===== src/rtl/win_filter_bank.sv =====
module win_filter_bank #(
  parameter int NPAIR = 8,
  parameter int VW    = 10,
  localparam int IW   = $clog2(NPAIR),
  localparam int NCH  = 2
) (
  input  logic             clk_i,
  input  logic             rst_ni,
  input  logic             cfg_we_i,
  input  logic [IW-1:0]    cfg_idx_i,
  input  logic             cfg_chan_i,
  input  logic [VW-1:0]    cfg_lo_i,
  input  logic [VW-1:0]    cfg_hi_i,
  input  logic             cfg_out_i,
  input  logic             cfg_en_i,
  input  logic [VW-1:0]    smp0_i,
  input  logic [VW-1:0]    smp1_i,
  input  logic             eval_i,
  output logic [NPAIR-1:0] hit_o,
  output logic             hit_vld_o
);

  logic [VW-1:0]    smp [NCH];
  logic [NPAIR-1:0] pair_en;
  logic [NPAIR-1:0] pair_hit;

  assign smp[0] = smp0_i;
  assign smp[1] = smp1_i;

  for (genvar p = 0; p < NPAIR; p++) begin : g_pair
    logic [NCH-1:0] en_q, out_q, pass;
    for (genvar c = 0; c < NCH; c++) begin : g_chan
      logic [VW-1:0] lo_q, hi_q;
      logic          inwin;
      always_ff @(posedge clk_i or negedge rst_ni) begin
        if (!rst_ni) begin
          lo_q     <= '0;
          hi_q     <= '0;
          out_q[c] <= 1'b0;
          en_q[c]  <= 1'b0;
        end else if (cfg_we_i && cfg_idx_i == IW'(p) && cfg_chan_i == 1'(c)) begin
          lo_q     <= cfg_lo_i;
          hi_q     <= cfg_hi_i;
          out_q[c] <= cfg_out_i;
          en_q[c]  <= cfg_en_i;
        end
      end
      assign inwin   = (smp[c] >= lo_q) && (smp[c] <= hi_q);
      assign pass[c] = !en_q[c] || (inwin ^ out_q[c]);
    end
    assign pair_en[p]  = |en_q;
    assign pair_hit[p] = pair_en[p] && (&pass);
  end

  always_ff @(posedge clk_i or negedge rst_ni) begin
    if (!rst_ni) begin
      hit_o     <= '0;
      hit_vld_o <= 1'b0;
    end else begin
      hit_vld_o <= eval_i;
      if (eval_i) hit_o <= pair_hit;
    end
  end

  p_vld_after_eval_r7: assert property (@(posedge clk_i) disable iff (!rst_ni)
    eval_i |=> hit_vld_o);
  p_no_vld_without_eval_r8: assert property (@(posedge clk_i) disable iff (!rst_ni)
    !eval_i |=> !hit_vld_o);
  p_hit_holds_r8: assert property (@(posedge clk_i) disable iff (!rst_ni)
    !eval_i |=> $stable(hit_o));
  p_disabled_pair_quiet_r6: assert property (@(posedge clk_i) disable iff (!rst_ni)
    eval_i |=> (hit_o & ~$past(pair_en)) == '0);

endmodule


===== config.mk =====
export PLATFORM = sky130hd
export DESIGN_NAME = win_filter_bank
export DESIGN_NICKNAME = d
export VERILOG_FILES = /design/src/rtl/win_filter_bank.sv
export SDC_FILE = /design/constraint.sdc
export NUM_CORES = 1
export LEC_CHECK = 0
export BUFFER_PORTS_ARGS = -buffer_cell sky130_fd_sc_hd__buf_2
export CORE_MARGIN = 2
export CORE_UTILIZATION = 60
export CTS_CLUSTER_DIAMETER = 120
export DETAILED_ROUTE_END_ITERATION = 8
export HOLD_SLACK_MARGIN = 0.05
export PLACE_DENSITY = 0.77
export SYNTH_ARGS = -nofsm -noshare
export SYNTH_HDL_FRONTEND = slang
export SYNTH_SLANG_ARGS = --single-unit

===== constraint.sdc =====
create_clock -name clk_i -period 3.4 [get_ports clk_i]
set_input_delay 0.17 -clock clk_i [delete_from_list [all_inputs] [get_ports clk_i]]
set_output_delay 0.17 -clock clk_i [all_outputs]
set_load 0.03 [all_outputs]

# --- Word level (Yosys, flattened, before mapping) ---
# Cells that the tools add are included.
word_totals:
  input_bits: 50
  wordCells: 219
  regBits: 361
  out_inout_bits: 9
classes:
  n_bitwise: 17
  n_lt_le_gt_ge: 32
  n_eq_ne: 7
  n_reduce_logical: 97
ops:
  columns: ["operator", "n"]
  rows:
  - ["$ge A10 B10 Y1", 16]
  - ["$le A10 B10 Y1", 16]
  - ["$logic_and A1 B1 Y1", 48]
  - ["$logic_not A1 Y1", 16]
  - ["$logic_or A1 B1 Y1", 16]
  - ["$reduce_and A2 Y1", 8]
  - ["$reduce_or A2 Y1", 8]
  - ["$xor A1 B1 Y1", 16]
  - ["$eq A3 B3 Y1 const B", 4]
  - ["$eq A3 B2 Y1 const B", 2]
  - ["$eq A3 B1 Y1 const B", 1]
  - ["$logic_not A3 Y1", 1]
  - ["$not A1 Y1", 1]

# --- Depth between registers and ports, before layout ---
# Gate-level depths: netlist (run 1).
depth:
  ltp_word: 6
  mapped_depth: 9
  depth_no_buf: 9

# --- Worst setup path before layout (run 1) ---
# OpenSTA, ideal clock, no wires.
synth_timing:
  path_kind: "register to register"
  start: "reg g_pair[1].g_chan[1].hi_q[3]"
  end: "reg hit_o[1]"
  setup_slack_ns: 1.256
  path_buffers: 0
  t_required_ns: 3.334
  arrival_ns: 2.078
  path_stages_with_launch: 10
  setup_ns: 0.066
  synth_period_minus_slack_ns: 2.144
  path_cell_list: "dfrtp_1 inv_1 ha_1 a21o_1 a21o_1 a221o_1 a221o_1 a22oi_2 mux2i_1 o32a_1"
synth_between:
  elab_chain_len: 6
synth_rtl:
  columns: ["item", "line", "text"]
  rows:
  - ["start, declared", "33", "logic [VW-1:0] lo_q, hi_q;"]
  - ["start signal, assigned", "43", "hi_q <= cfg_hi_i;"]
  - ["$le A10 B10 Y1", "48", "assign inwin = (smp[c] >= lo_q) && (smp[c] <= hi_q);"]
  - ["$logic_and A1 B1 Y1", "48", null]
  - ["$xor A1 B1 Y1", "49", "assign pass[c] = !en_q[c] || (inwin ^ out_q[c]);"]
  - ["$logic_or A1 B1 Y1", "49", null]
  - ["$reduce_and A2 Y1", "52", "assign pair_hit[p] = pair_en[p] && (&pass);"]
  - ["$logic_and A1 B1 Y1", "52", null]
  - ["end signal, assigned", "61", "if (eval_i) hit_o <= pair_hit;"]
  - ["end, declared", "19", "output logic [NPAIR-1:0] hit_o,"]
# No other way between the ends.
# A chain may end at the register's enable or synchronous reset.

# --- Final worst setup path (run 1) ---
layout_timing:
  start: "reg g_pair[6].g_chan[0].hi_q[4]"
  end: "reg hit_o[6]"
layout_between:
  elab_chain_len: 6
layout_rtl:
  columns: ["item", "line"]
  rows:
  - ["start, declared", "33"]
  - ["start signal, assigned", "43"]
  - ["$le A10 B10 Y1", "48"]
  - ["$logic_and A1 B1 Y1", "48"]
  - ["$xor A1 B1 Y1", "49"]
  - ["$logic_or A1 B1 Y1", "49"]
  - ["$reduce_and A2 Y1", "52"]
  - ["$logic_and A1 B1 Y1", "52"]
# No other way between the ends.

==> results of run 1 <==
==> cells in the final DEF, fill, tap and decap left out, types with 5 or more instances in the layout <==
cell type	synthesis	final
clkbuf_1	80	7
a21oi_1	71	71
nor2_2	0	6
clkbuf_16	0	42
buf_4	0	32
ha_1	320	320
a221o_1	7	7
mux2_2	110	110
a21o_1	78	78
nor3_2	0	6
or3_1	7	7
a211o_1	5	5
a31oi_1	22	22
and4_1	14	14
nand4_1	25	25
o21ai_0	277	277
o2111ai_1	7	7
clkinv_2	0	9
o211ai_1	5	5
xnor2_1	5	5
a211oi_1	10	10
nand2b_1	29	29
nand3_1	36	36
a2111oi_0	5	5
clkbuf_8	0	8
inv_1	312	312
nor2_1	31	25
nor2b_1	11	11
buf_2	5	57
nor3_1	12	6
dfrtp_1	361	361
nand2_1	279	279
==> registers in the layout, indices dropped and copies added, names as in the netlist <==
signal,flops
hit_vld_o,1
g_pair.g_chan.lo_q,160
g_pair.g_chan.hi_q,160
hit_o,8
g_pair.out_q,16
g_pair.en_q,16
==> cell families after synthesis <==
group	count (synthesis)	synth area share (%)
AO/OA/AOI/OAI	523	14.7
buffers and inverters	400	7.17
flip-flops	361	42.9
adder cells (fa/ha/maj)	320	19.0
AND/OR/NAND/NOR	457	9.88
multiplexers	113	6.04
XOR/XNOR	5	0.208
==> worst min-delay path: stages <==
cell     delay (ns)
buf_2          0.25
nand2_1        0.10
o21ai_0        0.07
==> Yosys cell counts (all sizes together) (2+ instances only) <==
library cell,instances
dfrtp,361
ha,320
inv,312
nand2,279
o21ai,277
mux2,111
clkbuf,80
a21o,79
a21oi,71
nand3,36
nor2,31
nand2b,29
nand4,25
a31oi,22
and4,15
nor3,12
nor2b,11
a211oi,10
buf,8
a221o,7
o2111ai,7
or3,7
a2111oi,5
a211o,5
a22oi,5
o211ai,5
xnor2,5
a221oi,4
a41oi,4
o21a,4
nand3b,3
o22ai,3
o31ai,3
o32ai,3
and3,2
mux2i,2
nor4,2
or4,2
==> area by class of cell <==
class	instances	area, um2
Clock inverter	13	130
Sequential cell	361	9030
Clock buffer	57	1190
Multi-Input combinational cell	1418	10600
Tap cell	455	569
Timing Repair Buffer	93	591
Inverter	312	1170
Antenna cell	3	7.51
Fill cell	2678	11300
==> through the flow <==
stage,util (%),hold WS (ns)
2_1_floorplan,-,-0.126
3_3_place_gp,63.4,0.163
3_5_place_dp,63.4,0.168
4_1_cts,67.3,0.111
5_1_grt,67.3,0.129
6_report,67.3,0.122
==> power breakdown <==
part	internal, mW	leakage [nW]	switching [mW]
registers	5.32	4.34	0.422
logic	1.70	6.57	2.30
clock network	2.58	0.658	1.78
==> per-layer routing <==
layer	vias up	track usage, %	routed length, um
met5	-	0	29
met4	4	15.8	3040
met3	211	6.00	4000
met2	553	52.0	25800
met1	7736	39.9	22700
li1	7561	-	-
==> timing repair <==
action / in CTS / in global routing
setup buffers: 0 / 0
hold buffers: 1 / 0
hold endpoints to repair: 59 / 0
==> worst max-delay path by stage <==
stage                                            startpoint                   end  depth (start not counted)
floorplan           g_pair[1].g_chan[1].hi_q[3]$_DFFE_PN0P_  hit_o[1]$_DFFE_PN0P_                          9
global placement                                  smp0_i[5]  hit_o[6]$_DFFE_PN0P_                          8
detailed placement                                smp0_i[5]  hit_o[6]$_DFFE_PN0P_                          8
CTS                 g_pair[6].g_chan[0].hi_q[4]$_DFFE_PN0P_  hit_o[6]$_DFFE_PN0P_                          8
global route        g_pair[6].g_chan[0].hi_q[4]$_DFFE_PN0P_  hit_o[6]$_DFFE_PN0P_                          8
finish              g_pair[6].g_chan[0].hi_q[4]$_DFFE_PN0P_  hit_o[6]$_DFFE_PN0P_                          8
==> flow_metrics.py, run 1 <==
metrics = {
    "min_path": {
        "hold_path_end": "g_pair[0].en_q[1]$_DFFE_PN0P_",
        "min_from": "cfg_en_i",
        "hold_path.class": "input pin to flip-flop",
        "holdPathStages": 3,
    },
    "run_status": {
        "outcome": "finished, final reports clean",
    },
    "drt": {
        "via_per_inst": 5.92,
        "wl_um": 55500,
        "wire_per_inst_um": 20.5,
        "drt-initial-drc-count": 1110,
        "drtAntennaViolNets": 0,
        "post-route-drc-count": 0,
        "via_count": 16065,
        "first_pass_iters": 5,
    },
    "cts": {
        "cts_buffer_depth": 3,
        "clk_pin_slew_ns": 0.06,
        "ctsResizeCount": 0,
        "cts-root-buf": "clkbuf_16",
        "cts_made_buffers": 41,
        "htree_levels": 2,
        "cts_tree": "done",
        "clock-sinks": 361,
        "clock_latency_ns": 0.53,
    },
    "global_routing": {
        "antenna_found_initial": 7,
        "overflow": 0,
        "grt_pass1_vias": 16461,
        "grt_max_degree": 104,
        "grt_pass1_wl_um": 88300,
        "grt_usage_pct": 31.6,
    },
    "logic_synthesis": {
        "synth_top_area_share_pct": 42.9,
        "synth_flop_cell": "dfrtp_1",
        "syn_inst": 2179,
        "ys_warn_count": 0,
        "synthArstFlopShare_pct": 100,
        "ys_types": 55,
        "synth_area_um2": 21000,
        "yosysTopAreaCell": "dfrtp_1",
        "synth_top_cells_by_area": "dfrtp_1 (43%), ha_1 (19%), o21ai_0 (6.6%)",
        "avgSynthCellArea_um2": 9.66,
        "synth-seq-cells": 361,
        "synth_seq_area_share_pct": 42.9,
        "synth-edff-count": 0,
        "synthesis.nets": 2549,
    },
    "critical_path": {
        "critPathLaunchType": "flip-flop",
        "critPathKind": "flip-flop to flip-flop",
        "cpMaxStageDelayCell": "o311ai_0",
        "r2r-end": "hit_o[6]$_DFFE_PN0P_",
        "critPathTopFamily": "compound AO/OA/AOI/OAI gates",
        "r2r_slack_ns": 0.83,
        "required_ns": 3.79,
        "cp_num_buf_inv": 1,
        "r2r_start": "g_pair[6].g_chan[0].hi_q[4]$_DFFE_PN0P_",
        "cp_max_fo": 3,
        "cp.arrival_ns": 2.96,
        "crit_path_end_kind": "flip-flop",
        "reg2reg_depth": 8,
        "crit_chain": "inv_1 > ha_1 > and4_1 > and3_1 > o311ai_0 > nor3_1 > o21ai_0 > a211oi_1",
        "critPathMaxStageDelay_ns": 0.64,
    },
    "place": {
        "dp_hpwl_um": 36000,
        "gp_congestion": 0.857,
        "dp_cells": 2638,
        "dp_worst_setup_slack_ns": 0.584,
        "port_buffers": 58,
        "postPlaceCellArea_um2": 21900,
    },
    "power": {
        "powerDensity_nw_per_um2": 607,
        "finalPower_mw": 14.1,
        "ir_worst_vdd_mv": 0.462,
        "leakage_nw": 11.6,
    },
    "timing": {
        "skew_ns": 0.0207,
        "timing.final.crit_share_pct": 75.7,
        "hold_viol": 0,
        "clock.fmax_mhz": 388,
        "finalWorstSetupSlack_ns": 0.826,
        "finalMaxSlewViolations": 0,
        "maxSlewHeadroom_pct": 28.2,
        "fin_tns_setup_ns": 0,
        "worst_pin_slew_ns": 1.08,
        "rsz0062_at_grt": "false",
        "setup_viol": 0,
        "min_period_ns": 2.57,
    },
    "floorplanning": {
        "core_area_um2": 34500,
        "die_area_um2": 36600,
        "start_util_pct": 60.9,
        "die_w_um": 191,
        "ioPinCount": 59,
        "dieHeight_um": 191,
        "std_cell_rows": 68,
    },
    "final_layout": {
        "drive_gt1_share_pct": 12.5,
        "instances_no_fill": 2712,
        "design_area_um2": 23200,
        "areaGrowthSynthToFinish_pct": 10.5,
        "nets": 2597,
    },
    "flow_run": {
        "cap_viol_max_count": 0,
    },
}
(Power assumes the default switching activity.)
==> inputs of run 2 (changes only) <==
Clock period 3.4 ns to 2.7 ns, I/O delays scaled along.
==> run 2 against run 1 <==
Effect of this change: register-to-register slack got worse by 0.58 ns; sequential share of layout area decreased by 0.56 points; final area increased by 1.5%; first-iteration DRC count increased by 4.2%; clock-buffer cell count decreased by 4; final cell count increased by 1.1%; global-route usage increased by 1.1 points; combinational power increased by 29%; non-clock buffer count increased by 35.
==> flow_metrics.py, run 2 (synthesis results as in run 1) <==
metrics = {
    "run_status": {
        "outcome": "finished, final reports clean",
    },
    "critical_path": {
        "cp_max_fo": 3,
        "critPathTopFamily": "compound AO/OA/AOI/OAI gates",
        "critPathKind": "flip-flop to flip-flop",
        "cpMaxStageDelayCell": "o311ai_0",
        "required_ns": 3.13,
        "cp_num_buf_inv": 1,
        "crit_chain": "inv_1 > ha_1 > and4_1 > and3_1 > o311ai_0 > o21a_1 > o21ai_0 > a211oi_1",
        "cp.arrival_ns": 2.88,
        "critPathMaxStageDelay_ns": 0.74,
        "crit_path_end_kind": "flip-flop",
        "critPathLaunchType": "flip-flop",
    },
    "timing": {
        "worst_pin_slew_ns": 1.17,
        "fin_tns_setup_ns": 0,
        "setup_viol": 0,
        "hold_viol": 0,
        "min_period_ns": 2.46,
        "finalMaxSlewViolations": 0,
        "skew_ns": 0.0275,
        "maxSlewHeadroom_pct": 21.9,
        "timing.final.crit_share_pct": 91.0,
        "rsz0062_at_grt": "false",
        "clock.fmax_mhz": 407,
        "whs_ns": 0.0605,
    },
    "floorplanning": {
        "start_util_pct": 60.9,
        "core_area_um2": 34500,
        "dieHeight_um": 191,
        "ioPinCount": 59,
        "die_area_um2": 36600,
        "std_cell_rows": 68,
        "die_w_um": 191,
    },
    "final_layout": {
        "layout_commonest_cell": "dfrtp_1",
        "drive_gt1_share_pct": 13.9,
        "fillCellCount": 2604,
        "layout_common_cells": "dfrtp_1 (361), ha_1 (320), inv_1 (312)",
        "largest_registers": "g_pair.g_chan.hi_q: 160 flops, g_pair.g_chan.lo_q: 160 flops",
        "multi_input_area_um2": 10600,
        "regArea_um2": 9030,
        "nets": 2630,
        "areaGrowthSynthToFinish_pct": 12.1,
    },
    "drt": {
        "drtAntennaViolNets": 0,
        "wl_um": 57400,
        "wire_per_inst_um": 21.0,
        "first_pass_iters": 5,
        "via_count": 16478,
        "via_per_inst": 6.01,
        "drt-initial-drc-count": 1157,
        "top_layer_used": "met4",
        "wl_met2_um": 26700,
        "wl_met1_um": 23700,
        "dr_wl_met3_um": 4400,
        "post-route-drc-count": 0,
    },
    "cts": {
        "cts_buffer_depth": 3,
        "cts_made_buffers": 39,
        "clock_latency_ns": 0.55,
        "clock-sinks": 361,
        "htree_levels": 2,
        "cts_tree": "done",
        "cts-root-buf": "clkbuf_16",
        "ctsResizeCount": 0,
        "clk_pin_slew_ns": 0.06,
        "post_cts.repair.setup_buffers": 0,
    },
    "global_routing": {
        "overflow": 0,
        "grt_usage_pct": 32.7,
        "grt_max_degree": 90,
        "grt_pass1_vias": 16810,
        "antenna_found_initial": 2,
        "grt_pass1_wl_um": 91600,
    },
    "power": {
        "switching_share_pct": 32.0,
        "p_sw_mw": 5.76,
        "power_frac_seq_pct": 40.3,
        "powerDensity_nw_per_um2": 763,
        "combPwrFrac_pct": 28.8,
        "p_clk_share_pct": 30.9,
        "ir_worst_vdd_mv": 0.600,
        "leakage_nw": 11.8,
        "internal_power_mw": 12.2,
    },
    "min_path": {
        "hold_path.class": "input pin to flip-flop",
    },
    "flow_run": {
        "cap_viol_max_count": 0,
    },
    "place": {
        "gp_congestion": 0.895,
        "port_buffers": 58,
        "dp_hpwl_um": 38400,
    },
}
==> run 2: cell types whose count changed in the layout (fill, tap and decap cells not counted), sizes merged <==
cell,change
buf,+35
clkbuf,-4
bufinv,+2
diode,-2
clkinv,-1
==> run 2: routing by layer <==
layer | vias to the layer above | global-route usage, %
li1 | 7630 | -
met1 | 8059 | 42.7
met2 | 618 | 53.3
met3 | 171 | 6.04
met4 | 0 | 14.4
met5 | - | 0
==> run 2: tightest hold or removal path: cells and delay by family <==
family	cells	cell delay (ns)
buffers and inverters	1	0.16
AND/OR/NAND/NOR	1	0.13
AO/OA/AOI/OAI	1	0.15
==> run 2: repair_timing <==
| action | 4_1_cts | 5_1_grt |
|---|---|---|
| hold endpoints to repair | 79 | 0 |
| setup endpoints to repair | 0 | 0 |
| hold buffers | 1 | 0 |
==> run 2: worst paths after layout <==
| check | start | endpoint | slack, ns | depth (start not counted) |
|---|---|---|---|---|
| setup / recovery | g_pair[6].g_chan[0].hi_q[4]$_DFFE_PN0P_ | hit_o[6]$_DFFE_PN0P_ | 0.24 | 8 |
| hold / removal | cfg_idx_i[0] | g_pair[2].g_chan[1].lo_q[3]$_DFFE_PN0P_ | 0.06 | 3 |
| setup reg to reg | g_pair[6].g_chan[0].hi_q[4]$_DFFE_PN0P_ | hit_o[6]$_DFFE_PN0P_ | 0.24 | 8 |
| hold reg to reg | g_pair[4].en_q[0]$_DFFE_PN0P_ | hit_o[4]$_DFFE_PN0P_ | 0.50 | 1 |
| max in group asynchronous | rst_ni | g_pair[1].g_chan[0].hi_q[8]$_DFFE_PN0P_ | 1.65 | 3 |
| min in group asynchronous | rst_ni | g_pair[3].g_chan[0].hi_q[8]$_DFFE_PN0P_ | 0.22 | 2 |
==> run 2: layout make-up <==
| type | instances | area share [%] |
|---|---|---|
| inverter | 312 | 4.97 |
| multi-input combinational | 1418 | 44.7 |
| clock inverter | 14 | 0.785 |
| antenna | 1 | 0.0106 |
| clock buffer | 53 | 4.83 |
| timing repair buffer | 128 | 3.94 |
| tap | 455 | 2.41 |
| sequential | 361 | 38.3 |
==> run 2: power by group through the flow <==
stage	Clock (mW)	Sequential [mW]	Combinational, mW
2_1_floorplan	0	7.24	3.43
4_1_cts	5.62	7.24	5.15
6_report	5.56	7.25	5.18
3_5_place_dp	0	7.33	5.07
3_3_place_gp	0	7.27	4.74
5_1_grt	5.85	7.37	5.90
==> run 2: per-stage QoR <==
stage               setup slack [ns]  std cells  area, um2  total power, mW  utilization, %
floorplan                      0.556       2179      21000             10.7               -
global placement               0.111       2673      22200             12.0            64.4
detailed placement            0.0453       2673      22200             12.4            64.4
CTS                            0.208       2741      23600             18.0            68.3
global route                  0.0678       2742      23600             19.1            68.3
finish                         0.244       2742      23600             18.0            68.3
==> inputs of run 3 (changes only) <==
Settings changed: CORE_UTILIZATION 60 to 50, PLACE_DENSITY 0.77 to 0.66.
==> run 3 against run 2 <==
Effect of this change: final cell count increased by 3.1%; critical path depth up 1; flip-flop and latch count stayed put; non-clock buffer count fell by 6; highest routed layer is now met5; clock power grew 3%; clock-buffer cell count grew 6; core utilization down 12 points; combinational power decreased by 2%; final area increased by 0.42%; register-to-register slack gained 0.02 ns.
==> flow_metrics.py, run 3 (synthesis results as in run 1) <==
metrics = {
    "critical_path": {
        "critPathTopFamily": "compound AO/OA/AOI/OAI gates",
        "critPathMaxStageDelay_ns": 0.67,
        "cp.arrival_ns": 2.91,
        "crit_chain": "inv_1 > ha_1 > a21o_1 > a21o_1 > a2111oi_0 > o31a_1 > o21a_1 > o21ai_0 > a211oi_1",
        "cp_num_buf_inv": 1,
        "cpMaxStageDelayCell": "a2111oi_0",
        "cp_max_fo": 2,
        "critPathLaunchType": "flip-flop",
        "critPathKind": "flip-flop to flip-flop",
        "crit_path_end_kind": "flip-flop",
        "cpMostUsedCell": "a21o_1",
        "required_ns": 3.17,
    },
    "floorplanning": {
        "ioPinCount": 59,
        "dieHeight_um": 209,
        "std_cell_rows": 75,
        "core_area_um2": 41800,
        "start_util_pct": 50.4,
        "die_area_um2": 43700,
        "die_w_um": 209,
    },
    "timing": {
        "rsz0062_at_grt": "false",
        "clock.fmax_mhz": 410,
        "setup_viol": 0,
        "maxSlewHeadroom_pct": 31.2,
        "fin_tns_setup_ns": 0,
        "timing.final.crit_share_pct": 90.3,
        "finalMaxSlewViolations": 0,
        "hold_viol": 0,
        "worst_pin_slew_ns": 1.03,
        "skew_ns": 0.0229,
        "min_period_ns": 2.44,
    },
    "cts": {
        "cts_buffer_depth": 3,
        "cts-root-buf": "clkbuf_16",
        "cts_tree": "done",
        "htree_levels": 2,
        "clock_latency_ns": 0.57,
        "clock-sinks": 361,
        "ctsResizeCount": 0,
        "clk_pin_slew_ns": 0.06,
        "cts_made_buffers": 41,
    },
    "drt": {
        "post-route-drc-count": 0,
        "drt-initial-drc-count": 1049,
        "drtAntennaViolNets": 0,
        "wire_per_inst_um": 20.1,
        "first_pass_iters": 5,
        "via_per_inst": 5.61,
        "wl_um": 56800,
        "via_count": 15872,
    },
    "final_layout": {
        "areaGrowthSynthToFinish_pct": 12.5,
        "drive_gt1_share_pct": 13.6,
        "largest_registers": "g_pair.g_chan.hi_q: 160 flops, g_pair.g_chan.lo_q: 160 flops",
        "layout_common_cells": "dfrtp_1 (361), ha_1 (320), inv_1 (312)",
        "layout_commonest_cell": "dfrtp_1",
        "fillCellCount": 3581,
        "nets": 2626,
        "design_area_um2": 23700,
        "post-route-util_pct": 56.7,
    },
    "place": {
        "gp_congestion": 0.843,
        "postPlaceCellArea_um2": 22300,
        "port_buffers": 58,
        "dp_hpwl_um": 37700,
    },
    "run_status": {
        "outcome": "finished, final reports clean",
    },
    "min_path": {
        "hold_path.class": "input pin to flip-flop",
    },
    "power": {
        "internal_power_mw": 12.3,
        "combPwrFrac_pct": 28.2,
        "powerDensity_nw_per_um2": 759,
        "leakage_nw": 11.8,
        "p_clk_share_pct": 31.8,
        "ir_worst_vdd_mv": 0.448,
        "power_frac_seq_pct": 40.0,
        "p_sw_mw": 5.72,
        "switching_share_pct": 31.8,
        "finalPower_mw": 18.0,
    },
    "global_routing": {
        "overflow": 0,
        "antenna_found_initial": 7,
        "grt_pass1_wl_um": 90700,
        "grt_max_degree": 74,
        "grt_usage_pct": 26.9,
        "grt_pass1_vias": 16082,
    },
    "flow_run": {
        "cap_viol_max_count": 0,
    },
}
## run 3: power by group through the flow
stage	Combinational (mW)	Sequential, mW	Clock (mW)
2_1_floorplan	3.43	7.24	0
3_3_place_gp	4.76	7.25	0
3_5_place_dp	5.02	7.29	0
4_1_cts	5.08	7.21	5.82
5_1_grt	5.86	7.34	6.03
6_report	5.07	7.20	5.71
## run 3: cell type report
cell class / count / area, um2 / share of cell area, %
multi-input combinational: 1418 / 10600 / 44.6
timing repair buffer: 122 / 878 / 3.71
clock inverter: 15 / 160 / 0.676
tap: 539 / 674 / 2.85
sequential: 361 / 9030 / 38.2
antenna: 2 / 5.00 / 0.0211
clock buffer: 59 / 1210 / 5.09
inverter: 312 / 1170 / 4.95
## run 3: routing by layer
layer	track usage [%]	up-vias	wire (um)
met1	35.6	7728	24900
li1	-	7624	-
met3	4.54	127	3460
met4	9.73	6	1760
met2	44.7	387	26600
met5	0	-	37
## run 3: path summary, 6_finish.rpt
| path | startpoint | endpoint | slack, ns | depth (start not counted) |
|---|---|---|---|---|
| max | g_pair[6].g_chan[0].lo_q[5]$_DFFE_PN0P_ | hit_o[6]$_DFFE_PN0P_ | 0.26 | 9 |
| min | cfg_lo_i[3] | g_pair[5].g_chan[0].lo_q[3]$_DFFE_PN0P_ | 0.08 | 3 |
| max reg2reg | g_pair[6].g_chan[0].lo_q[5]$_DFFE_PN0P_ | hit_o[6]$_DFFE_PN0P_ | 0.26 | 9 |
| min reg2reg | g_pair[4].en_q[0]$_DFFE_PN0P_ | hit_o[4]$_DFFE_PN0P_ | 0.48 | 1 |
| max in group asynchronous | rst_ni | g_pair[4].g_chan[0].hi_q[1]$_DFFE_PN0P_ | 1.69 | 3 |
| min in group asynchronous | rst_ni | g_pair[3].g_chan[0].hi_q[8]$_DFFE_PN0P_ | 0.14 | 2 |
## run 3: per-stage QoR
step                std cells  hold WS, ns  setup slack, ns
floorplan                2179       -0.161            0.556
global placement         2748        0.141            0.151
detailed placement       2748        0.144           0.0279
CTS                      2826       0.0518            0.248
global route             2826       0.0759           0.0627
finish                   2828       0.0823            0.262
## run 3: what timing repair did
item	CTS	global route
endpoints found under the hold margin	95	0
hold buffers	4	0
setup buffers	0	0
## run 3: worst reg2reg max path: cells and delay by family, from the launching register on
family,cells,cell delay [ns]
AOI/OAI and AO/OA,7,1.69
adders and majority gates,1,0.24
buffers and inverters,1,0.06
DFF,1,0.36
